[src/rtl/twi_eng_pkg.sv]
package twi_eng_pkg;
   typedef enum logic [3:0] {
      PH_IDLE, PH_S0, PH_S1, PH_S2, PH_LO, PH_HI, PH_P0, PH_P1, PH_P2
   } phase_t;

   localparam logic [1:0] OP_SEND   = 2'b01;
   localparam logic [1:0] OP_FETCH  = 2'b10;
   localparam logic [1:0] PINSEL_ON = 2'b01;
   localparam int         BYTE_W    = 8;
endpackage

[src/rtl/twi_eng_tick.sv]
module twi_eng_tick #(
   parameter int HALF = 64
) (
   input  logic clk,
   input  logic rst_n,
   input  logic restart,
   output logic tick
);
   localparam int CW = (HALF > 2) ? $clog2(HALF) : 1;
   localparam logic [CW-1:0] LAST = CW'(HALF - 1);

   logic [CW-1:0] cnt;

   assign tick = (cnt == LAST);

   always_ff @(posedge clk or negedge rst_n) begin
      if (!rst_n)                cnt <= '0;
      else if (restart || tick)  cnt <= '0;
      else                       cnt <= cnt + 1'b1;
   end


   tick_gap_chk: assert property (@(posedge clk) disable iff (!rst_n)
      tick |=> !tick);
endmodule

[src/rtl/twi_eng_sync.sv]
module twi_eng_sync #(
   parameter int STAGES = 2
) (
   input  logic clk,
   input  logic rst_n,
   input  logic d,
   output logic q
);
   generate
      if (STAGES == 0) begin : g_bypass
         assign q = d;
      end else begin : g_chain
         logic [STAGES-1:0] sr;
         always_ff @(posedge clk or negedge rst_n) begin
            if (!rst_n) sr <= '1;
            else        sr <= {sr[STAGES-2:0], d};
         end
         assign q = sr[STAGES-1];
      end
   endgenerate
endmodule

[src/rtl/twi_eng_seq.sv]
module twi_eng_seq
   import twi_eng_pkg::*;
(
   input  logic              clk,
   input  logic              rst_n,
   input  logic              tick,
   input  logic              accept,
   input  logic              load,
   input  logic [BYTE_W-1:0] load_byte,
   input  logic              cmd_rx,
   input  logic              cmd_start,
   input  logic              cmd_stop,
   input  logic              cmd_ack_en,
   input  logic              sda_in,
   output logic              busy,
   output logic              irq,
   output logic              ack_ok,
   output logic [BYTE_W-1:0] byte_q,
   output logic              sda_pull,
   output logic              scl_lvl
);
   phase_t            ph, ph_n;
   logic [3:0]        bidx, bidx_n;
   logic [BYTE_W-1:0] sh, sh_n;
   logic              pull_n, ack_n, done;
   logic              rx_q, stop_q, acken_q;
   logic              rx_n, acken_n;

   assign rx_n    = accept ? cmd_rx     : rx_q;
   assign acken_n = accept ? cmd_ack_en : acken_q;

   always_comb begin
      ph_n   = ph;
      bidx_n = bidx;
      sh_n   = sh;
      ack_n  = ack_ok;
      done   = 1'b0;
      if (load) sh_n = load_byte;
      if (accept) begin
         bidx_n = '0;
         ph_n   = cmd_start ? PH_S0 : PH_LO;
      end else if (tick) begin
         unique case (ph)
            PH_S0: ph_n = PH_S1;
            PH_S1: ph_n = PH_S2;
            PH_S2: ph_n = PH_LO;
            PH_LO: ph_n = PH_HI;
            PH_HI: begin
               if (bidx < 4'd8) begin
                  sh_n   = {sh[BYTE_W-2:0], sda_in};
                  bidx_n = bidx + 4'd1;
                  ph_n   = PH_LO;
               end else begin
                  if (!rx_q) ack_n = !sda_in;
                  ph_n = stop_q ? PH_P0 : PH_IDLE;
                  done = !stop_q;
               end
            end
            PH_P0: ph_n = PH_P1;
            PH_P1: ph_n = PH_P2;
            PH_P2: begin
               ph_n = PH_IDLE;
               done = 1'b1;
            end
            default: ph_n = PH_IDLE;
         endcase
      end

      pull_n = sda_pull;
      if (ph_n != ph) begin
         unique case (ph_n)
            PH_S0, PH_S1, PH_P2: pull_n = 1'b0;
            PH_S2, PH_P0, PH_P1: pull_n = 1'b1;
            PH_LO: begin
               if (bidx_n < 4'd8) pull_n = rx_n ? 1'b0 : !sh_n[BYTE_W-1];
               else               pull_n = rx_n ? acken_n : 1'b0;
            end
            default: pull_n = sda_pull;
         endcase
      end
   end

   always_ff @(posedge clk or negedge rst_n) begin
      if (!rst_n) begin
         ph       <= PH_IDLE;
         bidx     <= '0;
         sh       <= '0;
         sda_pull <= 1'b0;
         ack_ok   <= 1'b0;
         irq      <= 1'b0;
         rx_q     <= 1'b0;
         stop_q   <= 1'b0;
         acken_q  <= 1'b0;
      end else begin
         ph       <= ph_n;
         bidx     <= bidx_n;
         sh       <= sh_n;
         sda_pull <= pull_n;
         ack_ok   <= ack_n;
         irq      <= done;
         if (accept) begin
            rx_q    <= cmd_rx;
            stop_q  <= cmd_stop;
            acken_q <= cmd_ack_en;
         end
      end
   end

   assign busy    = (ph != PH_IDLE);
   assign byte_q  = sh;
   assign scl_lvl = !(ph == PH_S0 || ph == PH_LO || ph == PH_P0);


   irq_on_fall_chk: assert property (@(posedge clk) disable iff (!rst_n)
      $fell(busy) |-> irq);

   irq_only_end_chk: assert property (@(posedge clk) disable iff (!rst_n)
      irq |-> (!busy && $past(busy)));

   sda_still_high_chk: assert property (@(posedge clk) disable iff (!rst_n)
      (ph == PH_HI && $past(ph) == PH_HI) |-> $stable(sda_pull));

   scl_rest_chk: assert property (@(posedge clk) disable iff (!rst_n)
      !busy |-> scl_lvl);
endmodule

[src/rtl/twi_byte_engine.sv]
module twi_byte_engine
   import twi_eng_pkg::*;
#(
   parameter int CLK_HZ      = 10_000_000,
   parameter int SCL_HZ      = 78_000,
   parameter int SYNC_STAGES = 2
) (
   input  logic              clk,
   input  logic              rst_n,
   input  logic [1:0]        pin_mode,
   input  logic              data_we,
   input  logic [BYTE_W-1:0] data_wdata,
   input  logic              ctrl_we,
   input  logic [1:0]        ctrl_cmd,
   input  logic              ctrl_start,
   input  logic              ctrl_stop,
   input  logic              ctrl_ack_en,
   output logic [BYTE_W-1:0] data_rdata,
   output logic              busy,
   output logic              ack_ok,
   output logic              irq,
   output logic              pins_owned,
   output logic              scl_o,
   output logic              sda_pull_o,
   input  logic              sda_i
);
   localparam int HALF = CLK_HZ / (2 * SCL_HZ);

   generate
      if (HALF < 2) begin : g_bad_rate
         $error("twi_byte_engine: CLK_HZ must be at least 4*SCL_HZ");
      end
      if (SYNC_STAGES < 0 || SYNC_STAGES > 4) begin : g_bad_sync
         $error("twi_byte_engine: SYNC_STAGES must lie in 0..4");
      end
   endgenerate

   logic owned, accept, load, tick, sda_s, pull, scl_lvl;

   assign owned  = (pin_mode == PINSEL_ON);
   assign load   = owned && data_we && !busy;
   assign accept = owned && ctrl_we && !busy &&
                   (ctrl_cmd == OP_SEND || ctrl_cmd == OP_FETCH);

   twi_eng_tick #(.HALF(HALF)) u_tick (
      .clk(clk), .rst_n(rst_n), .restart(accept), .tick(tick)
   );

   twi_eng_sync #(.STAGES(SYNC_STAGES)) u_sync (
      .clk(clk), .rst_n(rst_n), .d(sda_i), .q(sda_s)
   );

   twi_eng_seq u_seq (
      .clk(clk), .rst_n(rst_n), .tick(tick), .accept(accept),
      .load(load), .load_byte(data_wdata),
      .cmd_rx(ctrl_cmd == OP_FETCH), .cmd_start(ctrl_start),
      .cmd_stop(ctrl_stop), .cmd_ack_en(ctrl_ack_en),
      .sda_in(sda_s), .busy(busy), .irq(irq), .ack_ok(ack_ok),
      .byte_q(data_rdata), .sda_pull(pull), .scl_lvl(scl_lvl)
   );

   assign pins_owned = owned;
   assign scl_o      = owned ? scl_lvl : 1'b1;
   assign sda_pull_o = owned && pull;


   no_start_unowned_chk: assert property (@(posedge clk) disable iff (!rst_n)
      (!pins_owned && !$past(busy)) |-> !busy);
endmodule

[config.mk]
export PLATFORM = sky130hd
export DESIGN_NAME = twi_byte_engine
export DESIGN_NICKNAME = d
export VERILOG_FILES = /design/src/rtl/twi_eng_pkg.sv /design/src/rtl/twi_eng_tick.sv /design/src/rtl/twi_eng_sync.sv /design/src/rtl/twi_eng_seq.sv /design/src/rtl/twi_byte_engine.sv
export SDC_FILE = /design/constraint.sdc
export NUM_CORES = 1
export LEC_CHECK = 0
export BUFFER_PORTS_ARGS = -buffer_cell sky130_fd_sc_hd__buf_2
export CAP_MARGIN = 20
export CORE_ASPECT_RATIO = 0.7
export CORE_MARGIN = 5
export CORE_UTILIZATION = 54
export DETAILED_ROUTE_END_ITERATION = 12
export PLACE_DENSITY = 0.79
export SYNTH_ARGS = -nofsm -noshare
export SYNTH_HDL_FRONTEND = slang
export SYNTH_SLANG_ARGS = --single-unit
[constraint.sdc]
create_clock -name clk -period 2.9 [get_ports clk]
set_input_delay 0.725 -clock clk [delete_from_list [all_inputs] [get_ports clk]]
set_output_delay 0.725 -clock clk [all_outputs]
set_load 0.02 [all_outputs]
==> flow_summary.ini, run 1 <==
[run_status]
status = finished, final reports clean

[layout]
drive_above_1_share_pct = 28.79
fin_area_sq_mm = 0.001911
fin_cells = 234
multi_input_area_sq_um = 823.3
diodes = 0
area_delta_synth_final_pct = 17.37
regArea_sq_um = 753.2
nFillCells = 245
finalNetCount = 220

[global_route]
grt_usage_pct = 18.26
grt-ovfl-total = 0
grt_pass1_vias = 1238
grt_max_degree = 31
antenna_found_initial = 0
grt_pass1_wl_um = 5823

[pwr]
clock_power_share_pct = 42.6
peakVddDrop_mv = 0.2990
leakagePower_nw = 0.8629
pwr-share-comb_pct = 4.2
internal-power_w = 0.0006296
p_switching_w = 0.0001652
p_sw_share_pct = 20.78
finalPower_w = 0.0007948
p_per_area_mw_per_mm2 = 416.0
p_seq_share_pct = 53.2

[hold_path]
min_path_type = reg2reg
hold_start = u_sync.g_chain.sr[0]$_DFF_PN1_

[drt]
drt_iter0_drc = 67
post_drt_wl_per_cell_um = 14.85
dr.pass1.iters = 5
wirelength_um = 3475
drt.antenna.violating_nets = 0
drc = 0
avgViaCountPerCell = 5.671
dr_total_vias = 1327

[synthesis]
yosys_most_used_dff = dfrtp_1
synthTopCellsByCount = dfrtp_1, nand2_1, o21ai_0
yosysTopAreaCell = dfrtp_1
yosysMostFrequentCell = dfrtp_1
synth.top_cell.area_share_pct = 43.04
synth_area_leaders = dfrtp_1, mux2i_1, nand2_1, o21ai_0, dfstp_2
synth-edff-count = 0
syn_area_per_cell_sq_um = 10.05
yosys_warnings = 0
async_flop_share_pct = 100.0
synth_area_sq_mm = 0.001628
syn_nets = 185
ys_ff_latch = 30
ys_seq_area_share_pct = 46.27
syn_inst = 162
ys_types = 47

[sta]
finalSetupTns_ps = 0
maxSlewViolCount = 0
finalClockSkew_ps = 4.425
fin_crit_sh_pct = 85.22
slew_headroom_pct = 57.25
hold_viol_final = 0
rsz0062_at_grt = false
timing.fmax_mhz = 404.6
tightest_slew_ps = 641.3
setup_viol = 0
period_minus_slack_ps = 2471

[worst_setup_path]
worst_setup_path_end_kind = primary output
required_ps = 2170
r2r_slack_ps = 450
start_kind = register
cp-startpoint = u_seq.ph[2]$_DFF_PN0_
crit_arrival_ps = 1750
criticalPathCategory = reg2out
cp_max_fo = 11
rr_startpoint = u_seq.ph[3]$_DFF_PN0_

[die]
rows = 16
core-area_sq_mm = 0.002843
die_width_um = 75.63
start_util_pct = 57.26
die_y_um = 55.94
pin_count = 34
die_area_sq_mm = 0.004230

[placement]
hpwl_um = 2701
port_buffers = 33
placed_cells = 226
placed_cell_area_sq_mm = 0.001821
place.gp.congestion = 0.8390

[cts]
root_buffer = clkbuf_8
cts-resized-gates = 0
worstSkewPairLatency_ps = 280
clock_sinks = 30
clockBufferDepth = 2
h-tree-depth = 2
cts_tree = yes
cts_buffers = 5
clkTransAtPathRegs_ps = 60
post_cts_buffers = 0
cts_hold_buffers = 0

[run]
max_cap_violations = 0
-- placed cells by master (no fill, tap or decap), types with 3 or more instances in the layout --
master     n
clkbuf_8   6
nand3b_1   3
dfrtp_1   28
nand2b_1   4
nand2_1   19
inv_1      3
buf_4      3
buf_2     33
nand3_1    5
a21oi_1    8
nor2_1    12
o21a_1     3
o21ai_0   13
o31ai_1    3
nor2b_1    3
xor2_1     3
mux2i_1    8
ha_1       3
-- registers in the layout, indices dropped and copies added, names as in the netlist --
| name | flops |
|---|---|
| u_sync.g_chain.sr | 2 |
| u_seq.byte_q | 8 |
| u_seq.ph | 4 |
| u_seq.rx_q | 1 |
| u_seq.acken_q | 1 |
| u_seq.irq | 1 |
| u_seq.bidx | 4 |
| u_tick.cnt | 6 |
| u_seq.stop_q | 1 |
| u_seq.ack_ok | 1 |
| u_seq.sda_pull | 1 |
-- final timing paths --
path | endpoint | cells past startpoint
setup / recovery | scl_o | 4
hold / removal | u_sync.g_chain.sr[1]$_DFF_PN1_ | 0
setup reg to reg | u_seq.sda_pull$_DFFE_PN0P_ | 6
hold reg to reg | u_sync.g_chain.sr[1]$_DFF_PN1_ | 0
max in group asynchronous | u_seq.byte_q[7]$_DFF_PN0_ | 1
min in group asynchronous | u_tick.cnt[0]$_DFF_PN0_ | 1
-- critical path: stages, from the launching register on --
cell,delay (ps)
dfrtp_1,530
nor2b_1,230
a21oi_1,70
or3b_2,460
buf_2,170
-- stage by stage --
step / hold WS, ps / util (%) / setup slack, ps
final: 359.3 / 67.21 / 428.6
after global routing: 366.0 / 67.21 / 281.4
after CTS: 362.6 / 67.21 / 435.7
after detailed placement: 349.2 / 64.04 / 292.6
after global placement: 350.2 / 64.04 / 419.6
after floorplan: 345.2 / - / 305.7
-- cell families (layout without fill, tap and decap cells) --
| family | after synthesis | count (layout) | synth area share (%) |
|---|---|---|---|
| AND/OR/NAND/NOR | 68 | 68 | 24.67 |
| AO/OA/AOI/OAI | 34 | 34 | 13.30 |
| flip-flops | 30 | 30 | 46.27 |
| multiplexers | 11 | 11 | 7.225 |
| buffers and inverters | 11 | 47 | 3.535 |
| XOR/XNOR | 5 | 5 | 2.691 |
| adder cells (fa/ha/maj) | 3 | 3 | 2.306 |
-- routing by layer --
layer,up-vias,global-route usage (%),routed length [um]
met5,-,0,0
met4,0,6.733,48
met3,9,5.054,172
met2,32,25.95,1585
met1,637,26.09,1669
li1,649,-,-
-- power by group through the flow --
stage               Clock, W  Combinational [W]  Sequential (W)
floorplan                  0         0.00000808        0.000431
global placement           0          0.0000333        0.000430
detailed placement         0          0.0000347        0.000430
CTS                 0.000345          0.0000346        0.000423
global route        0.000366          0.0000377        0.000423
finish              0.000339          0.0000333        0.000423
-- final cells by class --
cell class | instances | area share (%)
Multi-Input combinational cell | 121 | 43.09
Tap cell | 36 | 2.358
Clock buffer | 8 | 4.715
Inverter | 3 | 0.5894
Sequential cell | 30 | 39.42
Timing Repair Buffer | 36 | 9.823
No activity file was read; power rests on OpenSTA's default activity.
==> inputs of run 2 (changes only) <==
CORE_MARGIN = unset   (was 5)
==> flow_summary.ini, run 2 (same netlist as run 1, synthesis figures left out) <==
[global_route]
grt_pass1_vias = 1085
antenna_found_initial = 0
grt-ovfl-total = 0
grt_usage_pct = 22.30
grt_pass1_wl_um = 5064
grt_max_degree = 31

[sta]
setup_slack_ps = 429.5
rsz0062_at_grt = false
finalClockSkew_ps = 7.871
tightest_slew_ps = 648.1
maxSlewViolCount = 0
timing.fmax_mhz = 404.8
period_minus_slack_ps = 2471
hold_viol_final = 0
fin_crit_sh_pct = 85.19
slew_headroom_pct = 56.79
setup_viol = 0
finalSetupTns_ps = 0

[worst_setup_path]
required_ps = 3050
criticalPathCategory = reg2reg
rr_startpoint = u_tick.cnt[0]$_DFF_PN0_
cp_max_fo = 7
crit_arrival_ps = 2620
rr_worst_depth = 7
start_kind = register
regToRegEndpoint = u_seq.sda_pull$_DFFE_PN0P_
worst_setup_path_end_kind = register
r2r_slack_ps = 430

[drt]
avgViaCountPerCell = 5.500
drc = 0
drt_iter0_drc = 42
drt.antenna.violating_nets = 0
wirelength_um = 3214
dr_total_vias = 1287
dr.pass1.iters = 4
post_drt_wl_per_cell_um = 13.74

[hold_path]
min_path_type = reg2reg
whs_path_depth = 0
hold_start = u_sync.g_chain.sr[0]$_DFF_PN1_
min_to = u_sync.g_chain.sr[1]$_DFF_PN1_

[placement]
hpwl_um = 2461
dp_slack_ps = 336.7
place.gp.congestion = 0.9143
port_buffers = 33

[pwr]
p_per_area_mw_per_mm2 = 415.8
leakagePower_nw = 0.8657
peakVddDrop_mv = 0.2994

[cts]
cts_buffers = 5
cts_hold_buffers = 0
clkTransAtPathRegs_ps = 70
h-tree-depth = 2
root_buffer = clkbuf_8
worstSkewPairLatency_ps = 270
clock_sinks = 30
post_cts_buffers = 0
cts-resized-gates = 0
clockBufferDepth = 2
cts_tree = yes

[die]
rows = 16
die_width_um = 67.63
pin_count = 34
core-area_sq_mm = 0.002823
start_util_pct = 57.67
die_y_um = 47.94
die_area_sq_mm = 0.003242

[layout]
regArea_sq_um = 753.2
multi_input_area_sq_um = 823.3
largest_reg_flops = 8
layout_commonest_cell = buf_2
final_cell_mix = buf_2, dfrtp_1, nand2_1, o21ai_0, nor2_1
drive_above_1_share_pct = 29.29
nFillCells = 223
diodes = 0
finalNetCount = 220
area_delta_synth_final_pct = 17.45

[run_status]
status = finished, final reports clean

[run]
max_cap_violations = 0
==> run 2: worst max path at each step <==
stage / start / to / slack (ps) / depth (start not counted)
2_1_floorplan: pin_mode[0] / u_seq.sda_pull$_DFFE_PN0P_ / 310 / 8
3_5_place_dp: ctrl_cmd[0] / u_seq.sda_pull$_DFFE_PN0P_ / 340 / 8
3_3_place_gp: ctrl_cmd[0] / u_seq.sda_pull$_DFFE_PN0P_ / 430 / 8
6_report: u_tick.cnt[0]$_DFF_PN0_ / u_seq.sda_pull$_DFFE_PN0P_ / 430 / 7
5_1_grt: u_tick.cnt[0]$_DFF_PN0_ / u_seq.sda_pull$_DFFE_PN0P_ / 270 / 7
4_1_cts: u_seq.ph[2]$_DFF_PN0_ / scl_o / 440 / 4
==> run 2: where the power goes <==
| part | internal (W) | switching (W) | total [W] | leakage, nW |
|---|---|---|---|---|
| clock | 0.000191 | 0.000147 | 0.000338 | 0.0482 |
| combinational | 0.0000148 | 0.0000190 | 0.0000338 | 0.469 |
| sequential | 0.000422 | 0.00000115 | 0.000423 | 0.348 |
==> run 2: area by class of cell <==
type / instances / area share (%)
clock buffers: 7 / 4.516
clock inverters: 1 / 0.2618
inverters: 3 / 0.5890
multi-input cells: 121 / 43.06
flip-flops and latches: 30 / 39.40
well taps: 36 / 2.356
repair buffers: 36 / 9.817
==> run 2: metrics by stage <==
| step | hold WS, ps | utilization, % | total power (W) | instances | area (sq um) |
|---|---|---|---|---|---|
| floorplan | 345.2 | - | 0.0004394 | 162 | 1628 |
| global placement | 347.4 | 64.49 | 0.0004635 | 226 | 1821 |
| detailed placement | 349.1 | 64.49 | 0.0004652 | 226 | 1821 |
| CTS | 358.4 | 67.73 | 0.0008030 | 234 | 1912 |
| global route | 361.0 | 67.73 | 0.0008262 | 234 | 1912 |
| finish | 357.1 | 67.73 | 0.0007949 | 234 | 1912 |
==> run 2: critical path: stages, from the launching register on <==
cell	delay, ps
dfrtp_1	410
ha_1	270
nand2_1	190
or2_0	390
o311a_1	440
mux2_2	260
nor2_1	40
o32a_2	350
==> run 2: layer usage <==
layer / vias up / wire length (um) / track usage, %
met5: - / 0 / 0
met3: 4 / 148 / 6.905
li1: 646 / - / -
met1: 598 / 1640 / 32.07
met4: 0 / 25 / 9.362
met2: 39 / 1400 / 30.69
